[config.mk]
export PLATFORM = sky130hd
export DESIGN_NAME = spi_slave_os
export DESIGN_NICKNAME = d
export VERILOG_FILES = /design/src/rtl/spi_os_pkg.sv /design/src/rtl/spi_os_ctrl.sv /design/src/rtl/spi_os_dp.sv /design/src/rtl/spi_slave_os.sv
export SDC_FILE = /design/constraint.sdc
export NUM_CORES = 1
export LEC_CHECK = 0
export ABC_AREA = 1
export CORE_UTILIZATION = 52
export DETAILED_ROUTE_END_ITERATION = 16
export PLACE_DENSITY = 0.84
export SLEW_MARGIN = 5
export SYNTH_ARGS = -nofsm -noshare
export SYNTH_HDL_FRONTEND = slang
export SYNTH_SLANG_ARGS = --single-unit
export TNS_END_PERCENT = 1
[constraint.sdc]
create_clock -name clk -period 2.28 [get_ports clk]
set_clock_uncertainty 0.05 [all_clocks]
set_input_delay 0.228 -clock clk [delete_from_list [all_inputs] [get_ports clk]]
set_output_delay 0.228 -clock clk [all_outputs]
set_load 0.05 [all_outputs]
[src/rtl/spi_os_pkg.sv]
package spi_os_pkg;

  // Strobes handed from the control section to the datapath
  typedef struct packed {
    logic selected;  // synchronized select is active
    logic sample;    // rising SCK edge while selected
    logic shift;     // falling SCK edge inside a byte
    logic complete;  // rising SCK edge that ends a byte
    logic loadTx;    // accepted host write
    logic mosiBit;   // synchronized serial input
  } dpStrb_t;

endpackage

[src/rtl/spi_os_ctrl.sv]
module spi_os_ctrl
  import spi_os_pkg::*;
#(
  parameter int DATA_W      = 8,
  parameter int SYNC_STAGES = 2
) (
  input  logic    clk,
  input  logic    rstN,
  input  logic    sckIn,
  input  logic    mosiIn,
  input  logic    ssNIn,
  input  logic    wrEn,
  input  logic    rdEn,
  input  logic    intEn,
  output dpStrb_t strb,
  output logic    doneFlag,
  output logic    collFlag,
  output logic    ovrFlag,
  output logic    irq
);

  localparam int CNT_W = $clog2(DATA_W);
  localparam logic [CNT_W-1:0] LAST_BIT = CNT_W'(DATA_W - 1);

  logic [SYNC_STAGES-1:0] sckSh, mosiSh, ssSh;
  logic sckPrev;
  logic sckS, mosiS, ssS;
  logic rise, fall, selected, busy;
  logic [CNT_W-1:0] bitCnt;

  // Synchronizer chains for the three serial pins
  always_ff @(posedge clk or negedge rstN) begin
    if (!rstN) begin
      sckSh   <= '0;
      mosiSh  <= '0;
      ssSh    <= '1;
      sckPrev <= 1'b0;
    end else begin
      sckSh   <= {sckSh[SYNC_STAGES-2:0], sckIn};
      mosiSh  <= {mosiSh[SYNC_STAGES-2:0], mosiIn};
      ssSh    <= {ssSh[SYNC_STAGES-2:0], ssNIn};
      sckPrev <= sckS;
    end
  end

  assign sckS     = sckSh[SYNC_STAGES-1];
  assign mosiS    = mosiSh[SYNC_STAGES-1];
  assign ssS      = ssSh[SYNC_STAGES-1];
  assign rise     = sckS & ~sckPrev;
  assign fall     = ~sckS & sckPrev;
  assign selected = ~ssS;
  assign busy     = selected && (bitCnt != '0);

  // Bit position within the current byte
  always_ff @(posedge clk or negedge rstN) begin
    if (!rstN) begin
      bitCnt <= '0;
    end else if (!selected) begin
      bitCnt <= '0;
    end else if (rise) begin
      bitCnt <= (bitCnt == LAST_BIT) ? '0 : bitCnt + 1'b1;
    end
  end

  always_comb begin
    strb.selected = selected;
    strb.sample   = selected & rise;
    strb.shift    = selected & fall & (bitCnt != '0);
    strb.complete = selected & rise & (bitCnt == LAST_BIT);
    strb.loadTx   = wrEn & ~busy;
    strb.mosiBit  = mosiS;
  end

  // Host-visible flags
  always_ff @(posedge clk or negedge rstN) begin
    if (!rstN) begin
      doneFlag <= 1'b0;
      ovrFlag  <= 1'b0;
      collFlag <= 1'b0;
    end else begin
      if (strb.complete)   doneFlag <= 1'b1;
      else if (rdEn)       doneFlag <= 1'b0;

      if (strb.complete && doneFlag && !rdEn) ovrFlag <= 1'b1;
      else if (rdEn)                          ovrFlag <= 1'b0;

      if (wrEn && busy)    collFlag <= 1'b1;
      else if (rdEn)       collFlag <= 1'b0;
    end
  end

  assign irq = doneFlag & intEn;

endmodule

[src/rtl/spi_os_dp.sv]
module spi_os_dp
  import spi_os_pkg::*;
#(
  parameter int DATA_W = 8
) (
  input  logic              clk,
  input  logic              rstN,
  input  dpStrb_t           strb,
  input  logic [DATA_W-1:0] wrData,
  output logic [DATA_W-1:0] rdData,
  output logic              misoOut
);

  logic [DATA_W-1:0] shiftReg, holdReg, rxByte;
  logic rxBit;

  assign rxByte = {shiftReg[DATA_W-2:0], strb.mosiBit};

  always_ff @(posedge clk or negedge rstN) begin
    if (!rstN) begin
      rxBit    <= 1'b0;
      shiftReg <= '0;
      holdReg  <= '0;
    end else begin
      if (strb.sample) rxBit <= strb.mosiBit;

      // loadTx only when idle; complete and shift only mid-byte
      if (strb.loadTx)        shiftReg <= wrData;
      else if (strb.complete) shiftReg <= rxByte;
      else if (strb.shift)    shiftReg <= {shiftReg[DATA_W-2:0], rxBit};

      if (strb.complete) holdReg <= rxByte;
    end
  end

  assign rdData  = holdReg;
  assign misoOut = strb.selected ? shiftReg[DATA_W-1] : 1'b0;

endmodule

[src/rtl/spi_slave_os.sv]
module spi_slave_os
  import spi_os_pkg::*;
#(
  parameter int DATA_W      = 8,
  parameter int SYNC_STAGES = 2
) (
  input  logic              clk,
  input  logic              rstN,
  input  logic              sckIn,
  input  logic              mosiIn,
  input  logic              ssNIn,
  output logic              misoOut,
  input  logic              wrEn,
  input  logic [DATA_W-1:0] wrData,
  input  logic              rdEn,
  output logic [DATA_W-1:0] rdData,
  input  logic              intEn,
  output logic              doneFlag,
  output logic              collFlag,
  output logic              ovrFlag,
  output logic              irq
);

  dpStrb_t strb;

  spi_os_ctrl #(.DATA_W(DATA_W), .SYNC_STAGES(SYNC_STAGES)) u_ctrl (
    .clk(clk), .rstN(rstN), .sckIn(sckIn), .mosiIn(mosiIn), .ssNIn(ssNIn),
    .wrEn(wrEn), .rdEn(rdEn), .intEn(intEn), .strb(strb),
    .doneFlag(doneFlag), .collFlag(collFlag), .ovrFlag(ovrFlag), .irq(irq)
  );

  spi_os_dp #(.DATA_W(DATA_W)) u_dp (
    .clk(clk), .rstN(rstN), .strb(strb), .wrData(wrData),
    .rdData(rdData), .misoOut(misoOut)
  );

endmodule

==> impl_metrics.toml <==
[sta]
post-route-period-util = 0.842
slew_viol_final = 0
rsz0062_at_grt = "no"
fmax_mhz = 521
slew_headroom = 0.672
finalSetupTns_ns = 0
period_needed_ns = 1.92
hold_slack_ns = 0.230
layout_setup_ws_ns = 0.360
tightestPinTransition_ns = 0.490
finalSetupViolations = 0
finalHoldViolations = 0

[die]
io_pins = 29
die_x_um = 51.7
rows = 17
core_area_um2 = 2280
die_y_um = 51.7
initial_utilization = 0.565
die_area_um2 = 2680

[worst_setup_path]
path_buf_inv = 1
critPathMaxStageDelay_ns = 0.81
critical-path-slowest-cell = "clkdlybuf4s50_1"
crit_required_ns = 2.00
endpoint_kind = "primary output"
crit_chain = "nor2_1, clkdlybuf4s50_1"
cp_top_family = "buffers and inverters"
start_kind = "flip-flop"
crit_type = "reg2out"
cp.depth = 2
reg2regPathDepth = 7
crit_arrival_ns = 1.64
crit_path_max_fanout = 2

[final_layout]
seq_area_um2 = 753
drive_above_1_share = 0.0947
diodes = 0
most-common-layout-cells = "30 x nand2_1, 28 x clkdlybuf4s50_1, 28 x dfrtp_1"
fillers = 178
synthToLayoutAreaGrowth_pct = 27.2
multi_input_area_um2 = 432
layout_commonest_cell = "nand2_1"
nNetsFinal = 187

[yosys]
synth-adder-area-share = 0.0292
syn_avg_cell_area_um2 = 9.53
synthSimpleGateAreaFrac = 0.202
synth-seq-cells = 30
synth_cell_types = 19
syn-num-nets = 154
synth-compound-area-share = 0.104
syn_area_um2 = 1290
ys_seq_area_frac = 0.586
synth-xor-area-share = 0
synth_cells = 135
synth_mux_area_frac = 0
yosys_warnings = 0
synth_top_family_by_area = "simple AND/OR/NAND/NOR gates"

[power]
switching_share = 0.262
p_int_mw = 0.787
p_clk_frac = 0.302
p_switching_mw = 0.280
pwr_density_cell_nw_per_um2 = 652
power.leakage_nw = 0.773
sequentialPowerShare = 0.554
combPwrFrac = 0.143
vdd_drop_max_uv = 530

[clock_tree]
cts_htree_levels = 2
cts.path.max_buffers = 2
cts.sinks = 30
clockRootBuffer = "clkbuf_4"
cts_tree = "yes"
cts_made_buffers = 5
clock_latency_ns = 0.33
cts_setup_buffers = 0
cts_resized = 0
path_clk_slew_ns = 0.09
cts_hold_buf = 0

[drt]
antenna_left = 0
first_iter_violations = 21
vias_per_cell = 4.87
drtPass1Iterations = 4
wl_mm = 2.20
via_count = 959
wl_per_cell_um = 11.2
drc = 0

[global_routing]
grt_antenna_before_repair = 0
grt-ovfl-total = 0
grt_max_degree = 31
grt_pass1_wl_mm = 3.68
grtUsageTotal = 0.202
first_global_vias = 893

[job]
max_cap_viol_count = 0

[placed_design]
dpl.hpwl_mm = 1.58
place_ws_ns = 0.417
place.gp.congestion = 0.770
port_buffers = 28

[run_status]
outcome = "complete, no violations"

[worst_hold_path]
worstHoldPathType = "in2async"
logic make-up (layout without fill, tap and decap cells):
family | after synthesis | in the layout
and+or+nand+nor | 55 | 55
buffers and inverters | 21 | 55
adders and majority gates | 3 | 3
AOI/OAI and AO/OA | 26 | 26
DFF | 30 | 30
worst register-to-register path, cell delays in order (launching register included):
cell	delay, ns
dfrtp_1	0.35
ha_1	0.15
ha_1	0.21
nand4_4	0.26
nand3_4	0.28
nand2_1	0.08
nor2_1	0.08
nor2_1	0.05
final timing paths:
path	to	slack, ns	from
max in group asynchronous	u_ctrl.ssSh[0]	1.64	rstN
setup reg to reg	u_dp.shiftReg[0]	0.68	u_ctrl.bitCnt[0]
setup / recovery	misoOut	0.36	u_ctrl.ssSh[1]
min in group clk	u_ctrl.ssSh[0]	0.24	ssNIn
hold reg to reg	u_ctrl.mosiSh[1]	0.30	u_ctrl.mosiSh[0]
hold / removal	u_dp.shiftReg[0]	0.23	rstN
sequential cells by signal, indices dropped and copies added, names as in the netlist:
register and cells:
u_ctrl.bitCnt 3, u_ctrl.collFlag 1, u_ctrl.doneFlag 1, u_ctrl.mosiSh 2, u_ctrl.ovrFlag 1, u_ctrl.sckPrev 1, u_ctrl.sckSh 2, u_ctrl.ssSh 2
u_dp.rdData 8, u_dp.rxBit 1, u_dp.shiftReg 8
cells in the mapped netlist (all sizes together):
library cell | count | area [um2]
a21oi | 7 | 38.8
nand4 | 1 | 21.3
inv | 18 | 70.1
dfrtp | 28 | 701
nor2 | 12 | 45.0
nand2 | 33 | 136
buf | 3 | 31.3
dfstp | 2 | 52.6
o21ai | 19 | 95.1
ha | 3 | 37.5
nand3 | 9 | 57.6
power groups by stage:
stage | clock, mW | sequential [mW] | combinational, mW
after floorplan | 0 | 0.602 | 0.0957
after global placement | 0 | 0.600 | 0.149
after detailed placement | 0 | 0.602 | 0.154
after CTS | 0.328 | 0.591 | 0.155
after global routing | 0.361 | 0.596 | 0.174
final | 0.323 | 0.591 | 0.153
per-layer routing:
| metal | vias up | track usage | wire [um] |
|---|---|---|---|
| met2 | 30 | 0.318 | 1070 |
| met3 | 2 | 0.105 | 148 |
| met1 | 432 | 0.222 | 958 |
| met4 | 0 | 0.0991 | 27 |
| li1 | 495 | - | - |
| met5 | - | 0 | 0 |
metrics by stage:
step                cells  utilization  instance area (um2)  power, mW
floorplan             135            -                 1290      0.697
global placement      189        0.693                 1580      0.749
detailed placement    189        0.693                 1580      0.756
CTS                   197        0.719                 1640       1.07
global route          197        0.719                 1640       1.13
finish                197        0.719                 1640       1.07
layout make-up:
class / instances / area share
flip-flops and latches: 30 / 0.460
multi-input cells: 84 / 0.264
repair buffers: 29 / 0.176
inverters: 18 / 0.0428
clock buffers: 8 / 0.0359
well taps: 28 / 0.0214
Power figures use the tool's default switching activity.
